$ cat src/rtl/kbd_link_pkg.sv
package kbd_link_pkg;
    localparam int PORT_W   = 8;
    localparam int IRQ_BIT  = 6;
    localparam int SYNC_BIT = 7;
    localparam int CONT_BIT = 5;

    typedef enum logic [0:0] {
        FLAG_IDLE   = 1'b0,
        FLAG_RAISED = 1'b1
    } flag_state_t;
endpackage

$ cat src/rtl/port_edge_track.sv
module port_edge_track #(
    parameter int W = 8
) (
    input  logic         clk,
    input  logic         rst_n,
    input  logic         wr,
    input  logic [W-1:0] data,
    output logic [W-1:0] fall,
    output logic [W-1:0] stored
);
    // Shadow of the last written value
    always_ff @(posedge clk) begin
        if (!rst_n)
            stored <= '0;
        else if (wr)
            stored <= data;
    end

    // Bits that go from 1 in the shadow to 0 in the new write
    always_comb begin
        fall = '0;
        if (wr)
            fall = stored & ~data;
    end
endmodule

$ cat src/rtl/hs_flag_fsm.sv
module hs_flag_fsm
    import kbd_link_pkg::*;
(
    input  logic clk,
    input  logic rst_n,
    input  logic set_ev,
    input  logic clr_ev,
    output logic active
);
    flag_state_t state_q, state_d;

    always_comb begin
        state_d = state_q;
        unique case (state_q)
            FLAG_IDLE:   if (set_ev) state_d = FLAG_RAISED;
            FLAG_RAISED: if (clr_ev && !set_ev) state_d = FLAG_IDLE;
            default:     state_d = FLAG_IDLE;
        endcase
    end

    always_ff @(posedge clk) begin
        if (!rst_n)
            state_q <= FLAG_IDLE;
        else
            state_q <= state_d;
    end

    always_comb begin
        active = (state_q == FLAG_RAISED);
    end
endmodule

$ cat src/rtl/kbd_link_flags.sv
module kbd_link_flags
    import kbd_link_pkg::*;
(
    input  logic              clk,
    input  logic              rst_n,
    input  logic              port_wr,
    input  logic [PORT_W-1:0] port_data,
    input  logic              host_rd,
    output logic              irq_o,
    output logic              sync_o,
    output logic              cont_o
);
    logic [PORT_W-1:0] fall;
    logic [PORT_W-1:0] port_q;

    port_edge_track #(.W(PORT_W)) u_edge (
        .clk    (clk),
        .rst_n  (rst_n),
        .wr     (port_wr),
        .data   (port_data),
        .fall   (fall),
        .stored (port_q)
    );

    hs_flag_fsm u_irq (
        .clk    (clk),
        .rst_n  (rst_n),
        .set_ev (fall[IRQ_BIT]),
        .clr_ev (host_rd),
        .active (irq_o)
    );

    hs_flag_fsm u_sync (
        .clk    (clk),
        .rst_n  (rst_n),
        .set_ev (fall[SYNC_BIT]),
        .clr_ev (host_rd),
        .active (sync_o)
    );

    assign cont_o = port_q[CONT_BIT];
endmodule

$ cat config.mk
export PLATFORM = sky130hd
export DESIGN_NAME = kbd_link_flags
export DESIGN_NICKNAME = d
export VERILOG_FILES = /design/src/rtl/kbd_link_pkg.sv /design/src/rtl/port_edge_track.sv /design/src/rtl/hs_flag_fsm.sv /design/src/rtl/kbd_link_flags.sv
export SDC_FILE = /design/constraint.sdc
export NUM_CORES = 1
export LEC_CHECK = 0
export BUFFER_PORTS_ARGS = -buffer_cell sky130_fd_sc_hd__buf_2
export CAP_MARGIN = 15
export CORE_AREA = 2 2 39 41
export CTS_CLUSTER_SIZE = 40
export DETAILED_ROUTE_END_ITERATION = 6
export DIE_AREA = 0 0 41 43
export PLACE_DENSITY = 0.43
export SYNTH_ARGS = -nofsm -noshare
export SYNTH_HDL_FRONTEND = slang
export SYNTH_SLANG_ARGS = --single-unit
$ cat constraint.sdc
create_clock -name clk -period 0.8 [get_ports clk]
set_input_delay 0.08 -clock clk [delete_from_list [all_inputs] [get_ports clk]]
set_output_delay 0.08 -clock clk [all_outputs]
set_load 0.02 [all_outputs]
## Word level (Yosys, flattened, before mapping)

Index checks and enable logic that the tools add are counted.

- Register bits: 10
- Latch bits: 0
- RAM bits: 0
- Bits in read-only memories: 0
- Input bits: 12
- Output and inout port bits: 3
- Memories kept: 0

- Add/sub/neg operators: 0
- Multiply operators: 0
- Div/mod/pow operators: 0
- Order comparisons: 0
- Equality and inequality tests: 0
- Shift operators: 0
- Multiplexer cells: 7
- Bitwise operators: 4
- Reductions and logical operators: 4

Operator list:

| operator | count |
|---|---|
| AND 8 bit | 1 |
| two-way mux 8 bit | 1 |
| NOT 8 bit | 1 |
| two-way mux 1 bit | 4 |
| one-hot mux 1 bit (2 select lines) | 2 |
| logical AND 1 bit | 2 |
| logical NOT 1 bit | 2 |
| NOT 1 bit | 2 |

## Logic depth before layout (Yosys ltp)

- Depth after elaboration: 7
- Mapped depth: 3
- Mapped depth without buffers: 2

## Cells and area by module

From an unflattened synthesis, not the netlist that was laid out.

- Cell total of the unflattened synthesis: 47
- Area, all modules: 466.7 um^2

By module, submodules not included:

| module | times used | cells an instance | area each (um^2) |
|---|---|---|---|
| port_edge_track | 1 | 41 | 384.1 |
| hs_flag_fsm | 2 | 3 | 41.3 |

## Worst setup path before layout

OpenSTA, ideal clock, no wires.

- Path type: register to register
- From: register u_edge.stored[5] (netlist name)
- To: register u_edge.stored[5]
- Arrival time: 603 ps
- Setup slack: 132 ps
- Stages on the path, launching flop included: 3
- Clock period less this slack: 668 ps
- Cell sequence: dfxtp_1 mux2i_1 nor2b_1

RTL lines:

| element | RTL line | RTL |
|---|---|---|
| end signal, assigned | port_edge_track.sv:16 | `stored <= data;` |
| end, declared | port_edge_track.sv:9 | `output logic [W-1:0] stored` |

## Final worst setup path

- From: register u_sync.state_q, in the netlist u_sync.active
- To: output port sync_o

RTL lines:

| element | RTL line | RTL |
|---|---|---|
| start, declared | hs_flag_fsm.sv:10 | `flag_state_t state_q, state_d;` |
| start signal, assigned | hs_flag_fsm.sv:25 | `state_q <= state_d;` |
| end, declared | kbd_link_flags.sv:10 | `output logic sync_o,` |

No word-level cell between the ends.

==> flow_summary.ini <==
[critical_path]
worst_ep_arrival_time_ns = 0.68
crit_buf_inv = 1
critPathKind = reg2out
number_of_logic_stages_on_the_critical_path_including_buffering = 1
path_cells = buf_6
cp_slowest_stage_delay_ns = 0.33
critical_path.startpoint_type = flop
end_kind = output pin
cp_top_family = flip-flops
worst-path-max-fanout = 2
cp_data_required_time_ns = 0.72
slowest_cell_on_the_critical_path = dfxtp_2
worstRegToRegCells = 2

[timing]
worst_pin_slew_ns = 0.1248
final-max-slew-violation-count = 0
setup_slack_ns = 0.03849
rsz_0062_raised_after_global_routing = false
setup_total_negative_slack_ns = 0
finalSetupViolCount = 0
max-slew-margin-rel = 0.9144
clock.fmax_mhz = 1313
finalHoldViolCount = 0
timing.clock.skew_ns = 0.002160
final.min_clock_period_ns = 0.7615
fin_crit_sh = 0.9519

[route]
drt-initial-drc-count = 1
drtPass1Iterations = 2
detail-route-antenna-nets = 0
finalWirelength_um = 408
remaining_drc_errors = 0
avgRoutedWirePerCell_um = 8.870
via_count = 174
vias_per_cell = 3.783

[clocking]
tritoncts = done
h-tree-depth = 1
clkLatencyLatePin_ns = 0.24
tritoncts_num_sinks = 5
clock_tree.root_cell = clkbuf_4
post_cts_repair_setup_buffers = 0
cts_made_buffers = 3
clkTransAtPathRegs_ns = 0.04
clk_path_buf_depth = 2

[floorplanning]
initial_standard_cell_utilization_of_the_core = 0.1410
die_h_um = 43
placementRows = 14
fp.coreArea_um2 = 1384
design.portCount = 15
horizontal_die_dimension_um = 41
die_area_um2 = 1763

[power]
ir_drop_v = 0.0007298
p_per_area_nw_per_um2 = 2068
leakage_power_of_the_design_nw = 0.1282

[synth]
ys_types = 7
synth_mux_area_frac = 0.1538
netlist_area_um2 = 195.2
synth_warnings = 0
synthesized_area_per_cell_um2 = 10.84
largest_family_of_logic_cells_by_synthesized_area = simple AND/OR/NAND/NOR gates
synth.yosys.seq_area_share = 0.5128
area_share_of_xor_xnor_cells_in_the_synthesized_design = 0
synthCells = 18
post_synth_fa_ha_maj_area_fraction = 0
syn-num-nets = 30
synth-seq-cells = 5
yosys.area_share.simple = 0.2244
synthesized_area_fraction_occupied_by_ao_oa_aoi_and_oai_cells = 0.05128

[min_path]
timing.hold.worst.class = in2reg
timing.hold.worst_path_depth = 2

[global_routing]
wire_length_of_the_first_global_routing_pass_um = 641
antenna_found_initial = 0
grt_util_all_layers = 0.06432
globalRoute.totalOverflow = 0
number_of_global_route_vias_before_repair = 166
largest_net_degree_at_the_start_of_global_routing = 8

[job]
timing.max_cap.violations = 0

[final_layout]
multi_input_area_um2 = 83.83
layout_overhead_on_the_synthesized_area_pct = 52.56
post_route_cells_drive_above_1_share = 0.5000
nets = 43
fillerInstances = 153
area_taken_by_flip_flops_and_latches_um2 = 103.9
diodes = 0

[run_status]
outcome = finished, final reports clean

[place]
dp_slack_ns = 0.1691
buffer_ports.inserted = 9
globalplace.congestion = 0.5771
timing repair:
action                                  in CTS  in global routing
gates cloned                                 0                  0
hold buffers                                 0                  0
endpoints found under the setup margin       3                  3
resized for setup                            3                  6
cells in the final DEF (no fill, tap or decap), drive strengths merged:
cell    n
dfxtp   5
clkbuf  4
o21ai   2
mux2i   3
nor2b   3
nand2   2
nand4b  2
buf     9
power by group:
| group | switching [mW] | internal, mW |
|---|---|---|
| Sequential | 0.00648 | 0.262 |
| Clock | 0.0991 | 0.188 |
| Combinational | 0.0266 | 0.0330 |
area by class of cell:
type	instances	share of cell area
Sequential cell	5	0.3487
Multi-Input combinational cell	12	0.2815
Timing Repair Buffer	9	0.2143
Clock buffer	4	0.08824
Tap cell	16	0.06723
path summary, 6_finish.rpt:
path / from / endpoint / slack (ns)
max: u_sync.active$_SDFF_PN0_ / sync_o / 0.04
min: host_rd / u_sync.active$_SDFF_PN0_ / 0.04
max reg2reg: u_edge.stored[5]$_SDFFE_PN0P_ / u_edge.stored[5]$_SDFFE_PN0P_ / 0.19
min reg2reg: u_sync.active$_SDFF_PN0_ / u_sync.active$_SDFF_PN0_ / 0.46
synthesized netlist by cell type, drive strengths merged:
| cell type | instances | area share |
|---|---|---|
| nand2 | 2 | 0.038 |
| nor2b | 3 | 0.096 |
| mux2i | 3 | 0.15 |
| buf | 1 | 0.058 |
| nand4b | 2 | 0.090 |
| o21ai | 2 | 0.051 |
| dfxtp | 5 | 0.51 |
stage by stage:
step	instances	util	hold WS, ns	area (um^2)	total power [mW]
floorplan	18	-	0.1910	195.2	0.3029
CTS	46	0.2043	0.03786	282.8	0.6308
finish	46	0.2152	0.04063	297.8	0.6157
global route	46	0.2152	0.02798	297.8	0.6615
detailed placement	42	0.1799	0.2975	249.0	0.3256
global placement	42	0.1799	0.2900	249.0	0.3220
flip-flops by register name, indices dropped and copies added, names as in the netlist:
| name | count |
|---|---|
| u_sync.active | 1 |
| u_edge.stored | 3 |
| u_irq.active | 1 |
cells by family (layout without fill, tap and decap cells):
| group | count (synthesis) | after routing |
|---|---|---|
| and+or+nand+nor | 7 | 7 |
| DFF | 5 | 5 |
| muxes | 3 | 3 |
| AOI/OAI and AO/OA | 2 | 2 |
| buffers and inverters | 1 | 13 |
metal layers:
metal  track usage  vias up  wire, um
li1              -       86         -
met1       0.07419       75       185
met2       0.05313       13       140
met3       0.09424        0        81
met4       0.04000        0         0
met5             0        -         0
Power figures use the tool's default switching activity.
